### src/rtl/ccx_pkg.sv
package ccx_pkg;

    localparam int MB_PWM16 = 7;
    localparam int MB_CMPEN = 6;
    localparam int MB_CAPR  = 5;
    localparam int MB_CAPF  = 4;
    localparam int MB_MATCH = 3;
    localparam int MB_TOG   = 2;
    localparam int MB_PWM   = 1;
    localparam int MB_IEN   = 0;

    localparam logic [1:0] SEL_MODE  = 2'd0;
    localparam logic [1:0] SEL_VALUE = 2'd1;
    localparam logic [1:0] SEL_CFG   = 2'd2;
    localparam logic [1:0] SEL_FLAG  = 2'd3;

    typedef enum logic [2:0] {
        OP_IDLE,
        OP_CAPTURE,
        OP_TIMER,
        OP_TOGGLE,
        OP_FREQ,
        OP_PWMN,
        OP_PWM16
    } op_e;

    function automatic op_e decode_op(input logic [7:0] m);
        op_e r;
        if (m[MB_PWM]) begin
            if (m[MB_TOG])        r = OP_FREQ;
            else if (m[MB_PWM16]) r = OP_PWM16;
            else                  r = OP_PWMN;
        end else if (m[MB_TOG]) begin
            r = OP_TOGGLE;
        end else if (m[MB_MATCH]) begin
            r = OP_TIMER;
        end else if (m[MB_CAPR] || m[MB_CAPF]) begin
            r = OP_CAPTURE;
        end else begin
            r = OP_IDLE;
        end
        return r;
    endfunction

endpackage

### src/rtl/ccx_pin_edge.sv
module ccx_pin_edge #(
    parameter int STAGES = 2
) (
    input  logic clk,
    input  logic rst_n,
    input  logic pin_raw,
    output logic rise,
    output logic fall
);
    logic [STAGES-1:0] sync_d, sync_q;
    logic              last_d, last_q;

    always_comb begin
        sync_d = {sync_q[STAGES-2:0], pin_raw};
        last_d = sync_q[STAGES-1];
    end

    always_ff @(posedge clk) begin
        if (!rst_n) begin
            sync_q <= '0;
            last_q <= 1'b0;
        end else begin
            sync_q <= sync_d;
            last_q <= last_d;
        end
    end

    assign rise = sync_q[STAGES-1] & ~last_q;
    assign fall = ~sync_q[STAGES-1] & last_q;

    // a detected edge always reflects a change of the settled sample
    p_edge_change_r1: assert property (@(posedge clk) disable iff (!rst_n)
        (rise || fall) |=> (last_q != $past(last_q)));

endmodule

### src/rtl/ccx_match.sv
module ccx_match #(
    parameter int CW        = 16,
    parameter int BASE_BITS = 8,
    parameter int N_LEN     = 4
) (
    input  logic [CW-1:0] cnt_val,
    input  logic [CW-1:0] cmp_val,
    input  logic [1:0]    len_code,
    output logic [CW-1:0] len_mask,
    output logic          hit_full,
    output logic          hit_half,
    output logic          hit_len,
    output logic          wrap_len,
    output logic          wrap_full
);
    localparam int HALF = CW / 2;

    logic [CW-1:0] mask_tab [N_LEN];

    for (genvar g = 0; g < N_LEN; g++) begin : g_mask
        assign mask_tab[g] = (CW'(1) << (BASE_BITS + g)) - CW'(1);
    end

    assign len_mask  = mask_tab[len_code];
    assign hit_full  = (cnt_val == cmp_val);
    assign hit_half  = (cnt_val[HALF-1:0] == cmp_val[HALF-1:0]);
    assign hit_len   = ((cnt_val & len_mask) == (cmp_val & len_mask));
    assign wrap_len  = ((cnt_val & len_mask) == '0);
    assign wrap_full = (cnt_val == '0);

endmodule

### src/rtl/cap_cmp_channel.sv
module cap_cmp_channel
    import ccx_pkg::*;
#(
    parameter int CW          = 16,
    parameter int SYNC_STAGES = 2
) (
    input  logic          clk,
    input  logic          rst_n,
    input  logic [CW-1:0] cnt_val,
    input  logic          cnt_tick,
    input  logic          pin_in,
    input  logic          wr_en,
    input  logic [1:0]    wr_sel,
    input  logic [CW-1:0] wr_data,
    input  logic [1:0]    rd_sel,
    output logic [CW-1:0] rd_data,
    output logic          pin_out,
    output logic          evt_flag,
    output logic          ovf_flag,
    output logic          irq
);
    localparam int HALF = CW / 2;

    typedef struct packed {
        logic [7:0]    mode;
        logic [CW-1:0] cmp;
        logic [CW-1:0] arl;
        logic [1:0]    clsel;
        logic          ovf_ie;
        logic          rsel;
        logic          evt;
        logic          ovf;
        logic          pin;
    } chan_t;

    chan_t st_d, st_q;

    logic          rise, fall;
    logic [CW-1:0] len_mask;
    logic          hit_full, hit_half, hit_len, wrap_len, wrap_full;
    op_e           op;
    logic          cmp_en, steer_arl, cap_hit;

    ccx_pin_edge #(.STAGES(SYNC_STAGES)) u_edge (
        .clk     (clk),
        .rst_n   (rst_n),
        .pin_raw (pin_in),
        .rise    (rise),
        .fall    (fall)
    );

    ccx_match #(.CW(CW), .BASE_BITS(8), .N_LEN(4)) u_match (
        .cnt_val   (cnt_val),
        .cmp_val   (st_q.cmp),
        .len_code  (st_q.clsel),
        .len_mask  (len_mask),
        .hit_full  (hit_full),
        .hit_half  (hit_half),
        .hit_len   (hit_len),
        .wrap_len  (wrap_len),
        .wrap_full (wrap_full)
    );

    assign op        = decode_op(st_q.mode);
    assign cmp_en    = st_q.mode[MB_CMPEN];
    assign steer_arl = (op == OP_PWMN) && ((st_q.clsel == 2'b00) || st_q.rsel);
    assign cap_hit   = (op == OP_CAPTURE) &&
                       ((rise && st_q.mode[MB_CAPR]) || (fall && st_q.mode[MB_CAPF]));

    always_comb begin
        st_d = st_q;

        if (wr_en) begin
            case (wr_sel)
                SEL_MODE:  st_d.mode = wr_data[7:0];
                SEL_VALUE: begin
                    if (steer_arl) st_d.arl = wr_data;
                    else           st_d.cmp = wr_data;
                end
                SEL_CFG: begin
                    st_d.clsel  = wr_data[1:0];
                    st_d.ovf_ie = wr_data[2];
                    st_d.rsel   = wr_data[3];
                end
                default: begin
                    if (!wr_data[0]) st_d.evt = 1'b0;
                    if (!wr_data[1]) st_d.ovf = 1'b0;
                end
            endcase
        end

        case (op)
            OP_CAPTURE: begin
                if (cap_hit) begin
                    st_d.cmp = cnt_val;
                    st_d.evt = 1'b1;
                end
            end
            OP_TIMER: begin
                if (cmp_en && cnt_tick && hit_full) st_d.evt = 1'b1;
            end
            OP_TOGGLE: begin
                if (cmp_en && cnt_tick && hit_full) begin
                    st_d.pin = ~st_q.pin;
                    if (st_q.mode[MB_MATCH]) st_d.evt = 1'b1;
                end
            end
            OP_FREQ: begin
                if (cmp_en && cnt_tick && hit_half) begin
                    st_d.pin = ~st_q.pin;
                    st_d.cmp[HALF-1:0] = st_q.cmp[HALF-1:0] + st_q.cmp[CW-1:HALF];
                    if (st_q.mode[MB_MATCH]) st_d.evt = 1'b1;
                end
            end
            OP_PWMN: begin
                if (cnt_tick && wrap_len) st_d.ovf = 1'b1;
                if (!cmp_en) begin
                    st_d.pin = 1'b0;
                end else if (cnt_tick) begin
                    if (wrap_len) begin
                        st_d.cmp = st_q.arl;
                        st_d.pin = ((st_q.arl & len_mask) != '0);
                    end else if (hit_len) begin
                        st_d.pin = 1'b0;
                        if (st_q.mode[MB_MATCH]) st_d.evt = 1'b1;
                    end
                end
            end
            OP_PWM16: begin
                if (!cmp_en) begin
                    st_d.pin = 1'b0;
                end else if (cnt_tick) begin
                    if (wrap_full) begin
                        st_d.pin = (st_q.cmp != '0);
                    end else if (hit_full) begin
                        st_d.pin = 1'b0;
                        if (st_q.mode[MB_MATCH]) st_d.evt = 1'b1;
                    end
                end
            end
            default: ;
        endcase
    end

    always_ff @(posedge clk) begin
        if (!rst_n) st_q <= '0;
        else        st_q <= st_d;
    end

    always_comb begin
        rd_data = '0;
        case (rd_sel)
            SEL_MODE:  rd_data[7:0] = st_q.mode;
            SEL_VALUE: rd_data = steer_arl ? st_q.arl : st_q.cmp;
            SEL_CFG:   rd_data[3:0] = {st_q.rsel, st_q.ovf_ie, st_q.clsel};
            default:   rd_data[1:0] = {st_q.ovf, st_q.evt};
        endcase
    end

    assign pin_out  = st_q.pin;
    assign evt_flag = st_q.evt;
    assign ovf_flag = st_q.ovf;
    assign irq      = (st_q.evt & st_q.mode[MB_IEN]) | (st_q.ovf & st_q.ovf_ie);

    // a capture latches the counter value of that cycle
    p_capture_value_r1: assert property (@(posedge clk) disable iff (!rst_n)
        cap_hit |=> (st_q.cmp == $past(cnt_val)) && evt_flag);

    // the event flag stays set unless a clearing write arrives
    p_flag_sticky_r4: assert property (@(posedge clk) disable iff (!rst_n)
        (evt_flag && !(wr_en && wr_sel == SEL_FLAG && !wr_data[0])) |=> evt_flag);

    // a newly raised event flag requests an interrupt when enabled
    p_irq_raise_r3: assert property (@(posedge clk) disable iff (!rst_n)
        ($rose(evt_flag) && st_q.mode[MB_IEN]) |-> irq);

    // PWM with the comparator off forces the pin low
    p_pwm_off_r8: assert property (@(posedge clk) disable iff (!rst_n)
        ((op == OP_PWMN || op == OP_PWM16) && !cmp_en) |=> !pin_out);

    // toggle-based modes hold the pin with the comparator off
    p_toggle_hold_r8: assert property (@(posedge clk) disable iff (!rst_n)
        ((op == OP_TOGGLE || op == OP_FREQ) && !cmp_en) |=> $stable(pin_out));

    // the active compare takes the reload value at a period wrap
    p_reload_r10: assert property (@(posedge clk) disable iff (!rst_n)
        (op == OP_PWMN && cmp_en && cnt_tick && wrap_len) |=> (st_q.cmp == $past(st_q.arl)));

endmodule

### config.mk
export PLATFORM = sky130hd
export DESIGN_NAME = cap_cmp_channel
export DESIGN_NICKNAME = d
export VERILOG_FILES = /design/src/rtl/ccx_pkg.sv /design/src/rtl/ccx_pin_edge.sv /design/src/rtl/ccx_match.sv /design/src/rtl/cap_cmp_channel.sv
export SDC_FILE = /design/constraint.sdc
export NUM_CORES = 1
export LEC_CHECK = 0
export BUFFER_PORTS_ARGS = -buffer_cell sky130_fd_sc_hd__buf_2
export CORE_UTILIZATION = 59
export CTS_BUF_LIST = sky130_fd_sc_hd__clkbuf_4 sky130_fd_sc_hd__clkbuf_8
export DETAILED_ROUTE_END_ITERATION = 8
export HOLD_SLACK_MARGIN = 0.03
export PLACE_DENSITY = 0.81
export SLEW_MARGIN = 20
export SYNTH_ARGS = -nofsm -noshare
export SYNTH_HDL_FRONTEND = slang
export SYNTH_SLANG_ARGS = --single-unit
### constraint.sdc
create_clock -name clk -period 2.5 [get_ports clk]
set_input_delay 0.125 -clock clk [delete_from_list [all_inputs] [get_ports clk]]
set_output_delay 0.125 -clock clk [all_outputs]
set_load 0.005 [all_outputs]
==> results.tsv <==
stage	metric	value	unit
clocking	clk sinks	50	
yosys	sequential fraction of the synthesis area	28.2	%
place	GP Congestion	0.946	
pwr	PD cells	457	nW/um^2
yosys	count of different cell masters after synthesis	65	
place	DP HPWL	8.27	mm
pwr	Comb pwr share	20.9	%
timing	Highest Clock Rate	416	MHz
clocking	Post-CTS Resized	0	
worst_setup_path	kind of critical path	reg2out	
clocking	Num CTS Buffers	5	
yosys	EDFF count, synth	0	
route	Antenna Nets Post-Route	0	
pwr	Psw	0.558	mW
worst_setup_path	startpoint types	flip-flop	
yosys	leading area contributor after synthesis	dfxtp_1	
layout	final core utilization	71.9	%
worst_setup_path	Critical Path Fanout Max	6	
pwr	Pint	1.30	mW
worst_setup_path	CP Capture Type	output port	
grt	vias in the first global route	3315	
grt	largest net degree at the start of global routing	29	
worst_setup_path	Worst EP required	2.38	ns
route	routed len/inst	19.7	um
timing	setup_tns	0	ns
clocking	worst-case clock buffer depth	2	
timing	Final min period	2.40	ns
clocking	clk root buf	clkbuf_8	
yosys	most frequent cells after synthesis	58 x mux2i_1, 54 x nor2_1, 50 x dfxtp_1	
die	number of I/O pins	61	
yosys	Synth warnings	0	
route	vias per cell	6.40	
layout	antenna cells	0	
clocking	worst skew pair latency	0.32	ns
yosys	top area cells in the synthesized netlist	dfxtp_1 28%, mux2i_1 16%, nor2_1 5.7%, a21oi_1 3.4%, xnor2_1 2.7%	
timing	Slew Limit Fails	0	
layout	P&R area growth vs syn	14.3	%
timing	RSZ-0062 raised after global routing	no	
yosys	mapped cell area	3550	um^2
pwr	clock network fraction of total power	32.2	%
timing	setup violators final	0	
clocking	CTS tree	built	
clocking	H-tree lvl count	2	
route	1st-iter DRT viols	292	
yosys	post-synth net total	465	
timing	final clock period utilization by the worst path	96.1	%
route	Detailed Route WL	10.8	mm
clocking	Post-CTS Setup Inserts	0	
die	die height	79.6	um
layout	NumNets Final	525	
die	core area	5640	um^2
route	Max Used Layer	met4	
yosys	top-count cell post-synth	mux2i_1	
grt	antenna violations before repair	0	
yosys	Synth top area share	28.2	%
timing	Final Skew	0.00967	ns
die	Die Area	6330	um^2
grt	Congestion Overflow GR	0	
route	met2 wire length	4.94	mm
route	drt pass-1 iters	5	
yosys	register bit count reported by yosys	50	
grt	GRT Total Usage	35.6	%
min_path	Min-Delay Path Class	in2reg	
worst_setup_path	CP Data Arrival Time	2.28	ns
pwr	Reg power frac	46.9	%
layout	share of post-route cells with drive strength above 1	21.2	%
run_status	outcome	finished clean	
die	Starting Density	62.9	%
yosys	Top FF cell, synth	dfxtp_1	
timing	Slew @ Worst Pin	0.550	ns
place	Port Buffers	60	
clocking	CTS clk-pin slew, worst paths	0.09	ns
layout	# fillers	453	
timing	worst hold margin	0.0584	ns
die	Die Width	79.6	um
yosys	post-synthesis cell count	416	
pwr	P_leak	1.82	nW
pwr	sw frac	30.1	%
die	Site Rows	27	
yosys	Mean Syn Cell Area	8.53	um^2
route	DRC	0	
route	met1 WL	4.77	mm
grt	global-route wire length before repair	17.0	mm
route	DR vias	3511	
flow_run	maxcap violations	0	
yosys	Synth async-reset ratio	0	%
pwr	Max VDD drop	0.269	mV
route	met3 routed WL	839	um
timing	endpoints failing hold	0	
timing	Rel. slew slack	63.2	%
[per-stage QoR]
stage | total power [mW] | cells | setup WS (ns) | area (um^2)
after global routing | 1.93 | 549 | 0.00444 | 4060
after global placement | 1.25 | 540 | 0.335 | 3930
after detailed placement | 1.26 | 540 | 0.275 | 3930
after floorplan | 1.12 | 416 | 0.483 | 3550
after CTS | 1.86 | 549 | 0.132 | 4060
final | 1.85 | 549 | 0.0970 | 4060
[registers in the layout, indices dropped and copies added, names as in the netlist]
name and count:
st_q 43, u_edge.sync_q 2, cmp_en 1, evt_flag 1, ovf_flag 1, pin_out 1
u_edge.last_q 1
[worst max-delay path, stage by stage (launching register included)]
cell	delay, ns
dfxtp_1	0.38
nor3b_2	0.52
nand2_2	0.16
mux2_2	0.31
mux4_2	0.46
buf_2	0.14
[placed cells by master, fill, tap and decap left out, types with 3 or more instances in the layout]
cell | synthesis | routed
buf_2 | 3 | 60
mux2i_1 | 58 | 58
nor2_1 | 54 | 54
dfxtp_1 | 50 | 50
nand2_1 | 24 | 24
a21oi_1 | 24 | 24
o21ai_0 | 16 | 16
buf_4 | 3 | 14
nor4_1 | 11 | 11
xnor2_1 | 11 | 11
a22oi_1 | 11 | 11
inv_1 | 9 | 9
or3_1 | 8 | 8
xor2_1 | 8 | 8
ha_1 | 7 | 7
a31oi_1 | 6 | 6
and2_1 | 6 | 6
nand3b_1 | 5 | 5
nand3_1 | 5 | 5
o21a_1 | 5 | 5
a221oi_1 | 5 | 5
clkbuf_8 | 0 | 5
a211oi_1 | 4 | 4
nor2b_1 | 4 | 4
nand2b_1 | 4 | 4
nand4_1 | 4 | 4
nor3_1 | 4 | 4
mux2_2 | 3 | 3
a21o_1 | 3 | 3
o2bb2ai_1 | 3 | 3
[power by group through the flow]
stage	clock (mW)	sequential, mW	combinational [mW]
finish	0.597	0.870	0.387
global route	0.638	0.872	0.421
CTS	0.607	0.868	0.381
detailed placement	0	0.886	0.378
global placement	0	0.886	0.368
floorplan	0	0.868	0.251
[layer usage]
metal | track usage (%) | up-vias
li1 | - | 1654
met1 | 48.2 | 1653
met2 | 56.4 | 179
met3 | 5.83 | 25
met4 | 13.5 | 0
met5 | 0 | -
[cells by family (layout without fill, tap and decap cells)]
group | Yosys count | in the layout | share of synthesized area, %
XOR/XNOR | 19 | 19 | 4.69
multiplexers | 63 | 63 | 18.6
buffers and inverters | 32 | 93 | 4.55
flip-flops | 50 | 50 | 28.2
AND/OR/NAND/NOR | 144 | 144 | 20.7
adder cells (fa/ha/maj) | 8 | 8 | 3.03
AO/OA/AOI/OAI | 100 | 100 | 20.2
[final timing paths]
path | startpoint | end | slack (ns) | cells past startpoint
max | st_q[46] | rd_data[1] | 0.1 | 5
min | wr_data[14] | st_q[21] | 0.06 | 3
max reg2reg | st_q[24] | st_q[24] | 0.21 | 6
min reg2reg | u_edge.sync_q[0] | u_edge.sync_q[1] | 0.45 | 1
[cell type report]
type	count	area [um^2]	share of cell area (%)
multi-input combinational	334	2400	59.2
timing repair buffer	75	415	10.2
clock inverter	3	43.8	1.08
inverter	10	37.5	0.925
sequential	50	1000	24.7
clock buffer	5	68.8	1.70
tap	72	90.1	2.22
[repair_timing]
item / in CTS / in global routing
setup endpoints to repair: 0 / 0
endpoints found under the hold margin: 1 / 0
hold buffers: 1 / 0
Power figures use the tool's default switching activity.
